File: src/rtl/utx_pkg.sv
`timescale 1ns/1ps
// utx_pkg: shared sizes and the PHY mode encoding for the transmit
// address match block. Assumes an 8-bit word interface (53-word cell).
package utx_pkg;
    parameter int ADDR_W     = 5;   // width of the shared address bus
    parameter int CNT_W      = 8;   // width of the FIFO free-word count
    parameter int CELL_WORDS = 53;  // words per cell in 8-bit mode

    typedef enum logic {
        MODE_SINGLE = 1'b0,
        MODE_MULTI  = 1'b1
    } phy_mode_e;
endpackage

File: src/rtl/utx_local_addr.sv
`timescale 1ns/1ps
// utx_local_addr: station address register of this PHY.
// Loads on a write strobe; asynchronously cleared to zero by rst_n.
// Assumes the strobe and data are stable at the rising edge.
module utx_local_addr #(
    parameter int ADDR_W = utx_pkg::ADDR_W
) (
    input  logic              clk,
    input  logic              rst_n,
    input  logic              we,
    input  logic [ADDR_W-1:0] wdata,
    output logic [ADDR_W-1:0] addr
);
    // Hold the programmed station address.
    always_ff @(posedge clk or negedge rst_n) begin
        if (!rst_n)  addr <= '0;
        else if (we) addr <= wdata;
    end

    AST_ADDR_LOADS: assert property (@(posedge clk) disable iff (!rst_n)
        we |=> (addr == $past(wdata)));
    AST_ADDR_HOLDS: assert property (@(posedge clk) disable iff (!rst_n)
        !we |=> $stable(addr));
endmodule

File: src/rtl/utx_addr_cmp.sv
`timescale 1ns/1ps
// utx_addr_cmp: decides whether this PHY owns the cell-available line.
// Compares the bus address bit by bit with the station address.
// Single-PHY mode bypasses both the compare and the enable.
// Purely combinational; the result is registered downstream.
module utx_addr_cmp #(
    parameter int ADDR_W = utx_pkg::ADDR_W
) (
    input  utx_pkg::phy_mode_e mode,
    input  logic [ADDR_W-1:0]  bus_addr,
    input  logic [ADDR_W-1:0]  own_addr,
    input  logic               en_n,
    output logic               selected
);
    logic [ADDR_W-1:0] bit_eq;

    // One equality cell per address bit.
    for (genvar g = 0; g < ADDR_W; g++) begin : g_bit
        assign bit_eq[g] = ~(bus_addr[g] ^ own_addr[g]);
    end

    // Combine the per-bit results with the mode and the enable.
    always_comb begin
        if (mode == utx_pkg::MODE_SINGLE) selected = 1'b1;
        else                              selected = (&bit_eq) && !en_n;
    end
endmodule

File: src/rtl/utx_clav_out.sv
`timescale 1ns/1ps
// utx_clav_out: registers the output-enable and the cell-available flag.
// Room means at least one whole cell of free words. Assumes fifo_free
// is a settled count at the rising edge.
module utx_clav_out #(
    parameter int CNT_W      = utx_pkg::CNT_W,
    parameter int CELL_WORDS = utx_pkg::CELL_WORDS
) (
    input  logic             clk,
    input  logic             rst_n,
    input  logic             selected,
    input  logic [CNT_W-1:0] fifo_free,
    output logic             clav,
    output logic             clav_oe
);
    localparam logic [CNT_W-1:0] ROOM_MIN = CNT_W'(CELL_WORDS);

    logic has_room;

    // Whole-cell room test.
    always_comb has_room = (fifo_free >= ROOM_MIN);

    // Drive the shared line only while selected; release it low otherwise.
    always_ff @(posedge clk or negedge rst_n) begin
        if (!rst_n) begin
            clav    <= 1'b0;
            clav_oe <= 1'b0;
        end else begin
            clav    <= selected && has_room;
            clav_oe <= selected;
        end
    end

    AST_ROOM_SHOWN: assert property (@(posedge clk) disable iff (!rst_n)
        (selected && fifo_free >= ROOM_MIN) |=> clav);
    AST_NO_ROOM_LOW: assert property (@(posedge clk) disable iff (!rst_n)
        (fifo_free < ROOM_MIN) |=> !clav);
    AST_RELEASED_LOW: assert property (@(posedge clk) disable iff (!rst_n)
        !clav_oe |-> !clav);
endmodule

File: src/rtl/utx_addr_clav.sv
`timescale 1ns/1ps
// utx_addr_clav: transmit address match and cell-available top.
// Samples the address bus and the enable on each rising edge. Reports
// whole-cell FIFO room only when addressed, or always in single-PHY mode.
// Assumes all inputs are synchronous to clk.
module utx_addr_clav #(
    parameter int ADDR_W     = utx_pkg::ADDR_W,
    parameter int CNT_W      = utx_pkg::CNT_W,
    parameter int CELL_WORDS = utx_pkg::CELL_WORDS
) (
    input  logic              clk,
    input  logic              rst_n,
    input  logic              phy_mode,
    input  logic [ADDR_W-1:0] tx_addr,
    input  logic              tx_en_n,
    input  logic              laddr_we,
    input  logic [ADDR_W-1:0] laddr_wdata,
    input  logic [CNT_W-1:0]  fifo_free,
    output logic              cell_avail,
    output logic              cell_avail_oe
);
    utx_pkg::phy_mode_e mode;
    logic [ADDR_W-1:0]  own_addr;
    logic               selected;

    // Map the mode pin onto the mode encoding.
    always_comb mode = utx_pkg::phy_mode_e'(phy_mode);

    utx_local_addr #(.ADDR_W(ADDR_W)) addr_reg_i (
        .clk(clk), .rst_n(rst_n), .we(laddr_we),
        .wdata(laddr_wdata), .addr(own_addr)
    );

    utx_addr_cmp #(.ADDR_W(ADDR_W)) cmp_i (
        .mode(mode), .bus_addr(tx_addr), .own_addr(own_addr),
        .en_n(tx_en_n), .selected(selected)
    );

    utx_clav_out #(.CNT_W(CNT_W), .CELL_WORDS(CELL_WORDS)) out_i (
        .clk(clk), .rst_n(rst_n), .selected(selected),
        .fifo_free(fifo_free), .clav(cell_avail), .clav_oe(cell_avail_oe)
    );

    AST_MATCH_DRIVES: assert property (@(posedge clk) disable iff (!rst_n)
        (phy_mode && !tx_en_n && tx_addr == own_addr) |=> cell_avail_oe);
    AST_MISMATCH_FREE: assert property (@(posedge clk) disable iff (!rst_n)
        (phy_mode && tx_addr != own_addr) |=> (!cell_avail_oe && !cell_avail));
    AST_DISABLED_FREE: assert property (@(posedge clk) disable iff (!rst_n)
        (phy_mode && tx_en_n) |=> (!cell_avail_oe && !cell_avail));
    AST_SINGLE_DRIVES: assert property (@(posedge clk) disable iff (!rst_n)
        !phy_mode |=> cell_avail_oe);
    AST_RESET_QUIET: assert property (@(posedge clk)
        !rst_n |-> (!cell_avail && !cell_avail_oe));
endmodule

File: config.mk
export PLATFORM = sky130hd
export DESIGN_NAME = utx_addr_clav
export DESIGN_NICKNAME = d
export VERILOG_FILES = /design/src/rtl/utx_pkg.sv /design/src/rtl/utx_local_addr.sv /design/src/rtl/utx_addr_cmp.sv /design/src/rtl/utx_clav_out.sv /design/src/rtl/utx_addr_clav.sv
export SDC_FILE = /design/constraint.sdc
export NUM_CORES = 1
export LEC_CHECK = 0
export BUFFER_PORTS_ARGS = -buffer_cell sky130_fd_sc_hd__buf_2
export CAP_MARGIN = 30
export CORE_AREA = 10 10 47 49
export CTS_CLUSTER_DIAMETER = 100
export DETAILED_ROUTE_END_ITERATION = 8
export DIE_AREA = 0 0 57 59
export GPL_TIMING_DRIVEN = 0
export PLACE_DENSITY = 0.61
export REMOVE_ABC_BUFFERS = 1
export SLEW_MARGIN = 20
export SYNTH_ARGS = -nofsm -noshare
export SYNTH_HDL_FRONTEND = slang
export SYNTH_SLANG_ARGS = --single-unit
File: constraint.sdc
create_clock -name clk -period 1 [get_ports clk]
set_input_delay 0.2 -clock clk [delete_from_list [all_inputs] [get_ports clk]]
set_output_delay 0.2 -clock clk [all_outputs]
set_load 0.005 [all_outputs]
==> flow_summary.json <==
{
  "synth_area_um2": 338,
  "clk_latency_ps": 250,
  "core_um2": 1400,
  "rows": 14,
  "initial_utilization_pct": 24.1,
  "arrival_ps": 1210,
  "slowest_delay_ps": 380,
  "combPwrFrac_pct": 19.5,
  "intPower_uw": 551,
  "yosysTopAreaCell": "dfrtp_1",
  "finalClockSkew_ps": 0.561,
  "regArea_um2": 175,
  "netlist.area_leader.share_pct": 51.9,
  "synth_area_leaders": "dfrtp_1, mux2_2, xnor2_1",
  "vias": 308,
  "post_drt_wl_per_cell_um": 12.9,
  "r2r-start": "addr_reg_i.addr[2]",
  "grt_pass1_wl_um": 1480,
  "pin_count": 25,
  "ff2ff_setup_slack_ps": -50,
  "power.leakage_uw": 0.000253,
  "drt-total-wl_um": 893,
  "grt_antenna_before_repair": 0,
  "yosysSeqAreaShare_pct": 51.9,
  "cts_root_buf": "clkbuf_4",
  "slew_viol_final": 0,
  "dp.cells": 64,
  "worst_pin_slew_ps": 199,
  "hold_viol": 0,
  "postCtsSetupBuffers": 0,
  "end_kind": "register",
  "crit_chain": "xnor2_1, nand4_1, a221oi_2",
  "max-clock-path-buffers": 2,
  "ctsHtreeMaxLevel": 1,
  "path_depth": 3,
  "endpoint": "out_i.clav",
  "outcome": "complete, but fails checks",
  "gr-total-overflow": 0,
  "numPortBuffers": 24,
  "required_ps": 1160,
  "critPathTopFamily": "flip-flops",
  "power_uw": 718,
  "violations": "setup timing",
  "multiInputGateArea_um2": 170,
  "worst_slack_ps": -54.2,
  "swShare_pct": 23.3,
  "clkTransAtPathRegs_ps": 50,
  "ys_ff_latch": 7,
  "p_switching_uw": 167,
  "clock_sinks": 7,
  "p_clk_share_pct": 34.9,
  "drc": 0,
  "finalSetupTns_ps": -60.2,
  "period_share_pct": 105,
  "final-setup-viol-count": 2,
  "r2r_cells": 3,
  "drv_cap": 0,
  "synth.avg_cell_area_um2": 14.1,
  "startpoint": "addr_reg_i.addr[2]",
  "final_nets": 77,
  "grt_pass1_vias": 361,
  "yosys_warnings": 0,
  "rsz0062_at_grt": "true",
  "critPathLaunchType": "register",
  "fmax_mhz": 949,
  "drt_iter0_markers": 4,
  "cts_tree": "built",
  "hp-class": "input port to register",
  "area.growth.synth_to_final_pct": 54.4,
  "fillers": 150,
  "ant_nets": 0,
  "drt_first_pass_iters": 2,
  "grt_start_max_net_pins": 8,
  "seq_power_share_pct": 45.6,
  "slew_headroom_pct": 86.6,
  "crit_fanout": 2,
  "r2r_end": "out_i.clav",
  "critPathBufInv": 0,
  "vias_per_cell": 4.46,
  "die_w_um": 57,
  "die_y_um": 59,
  "crit_type": "register to register",
  "drive_gt1_share_pct": 62.3,
  "slowest_stage": "dfrtp_1",
  "diodes": 0,
  "peakVddDrop_mv": 0.847,
  "fin_cells": 69,
  "period_minus_slack_ps": 1050,
  "ys_types": 12,
  "cts_inserted_buffers": 3,
  "synthCells": 24,
  "fp.dieArea_um2": 3360,
  "powerDensity_nw_per_um2": 1380,
  "gp_congestion": 0.653,
  "grt_util_all_layers_pct": 5.69
}
-- stage by stage --
stage	area (um^2)	worst slack, ps	utilization (%)	hold slack [ps]
finish	522	-54.2	37.2	141
global route	522	-150	37.2	149
CTS	514	-70.0	36.7	133
detailed placement	478	-104	34.1	36.3
global placement	478	-105	34.1	38.2
floorplan	338	5.35	-	-95.6
-- worst min path at each step --
stage	from	end	depth (start not counted)
after global routing	tx_en_n	out_i.clav_oe	2
after CTS	tx_en_n	out_i.clav_oe	2
after floorplan	rst_n	addr_reg_i.addr[0]	0
after detailed placement	rst_n	addr_reg_i.addr[4]	1
after global placement	rst_n	addr_reg_i.addr[4]	1
final	tx_en_n	out_i.clav_oe	2
-- power groups by stage --
stage | registers (uW) | clock network, uW | logic [uW]
after global routing | 330 | 284 | 156
after global placement | 330 | 0 | 133
after detailed placement | 332 | 0 | 135
after CTS | 327 | 262 | 138
final | 327 | 251 | 140
after floorplan | 330 | 0 | 65.3
-- layer usage --
metal  vias up  share of wire [%]  track usage, %
li1        146                  -               -
met1       132                 49            6.51
met2        28                 30            6.51
met3         2                 21            6.22
met4         0               0.45            2.01
met5         -                  0               0
-- sequential cells by signal, summed over array words and instances (netlist names) --
name	cells
addr_reg_i.addr	5
out_i.clav	1
out_i.clav_oe	1
-- cell families after synthesis --
group            count (synthesis)  synth area share (%)
XOR/XNOR                         5                  15.2
AND/OR/NAND/NOR                  2                  2.96
flip-flops                       7                  51.9
multiplexers                     5                  16.7
AO/OA/AOI/OAI                    5                  13.3
-- synthesized netlist by cell type (all sizes together) --
master	instances
nor2	1
o31ai	1
dfrtp	7
a221oi	1
o21a	2
mux2	5
o211ai	1
xor2	1
xnor2	4
nand4	1
-- worst reg2reg max path, stage by stage (launching register included) --
cell and delay [ps]:
dfrtp_1 380, xnor2_1 160, nand4_1 170, a221oi_2 260
-- placed cells by master (no fill, tap or decap), drive strengths merged --
master,n
buf,24
dfrtp,7
mux2,5
clkbuf,4
xnor2,4
o21a,2
xor2,1
nand4,1
o31ai,1
o211ai,1
nor2,1
a221oi,1
dlygate4sd3,1
-- cell type report --
| type | count | area share [%] |
|---|---|---|
| timing repair buffer | 25 | 24.9 |
| sequential | 7 | 33.6 |
| clock buffer | 4 | 5.04 |
| multi-input combinational | 17 | 32.6 |
| tap | 16 | 3.84 |
-- what timing repair did --
item / CTS / global route
gates resized for setup: 0 / 1
hold endpoints to repair: 7 / 0
hold buffers: 1 / 0
pin swaps: 3 / 1
endpoints found under the setup margin: 2 / 2
No activity file was read; power rests on OpenSTA's default activity.
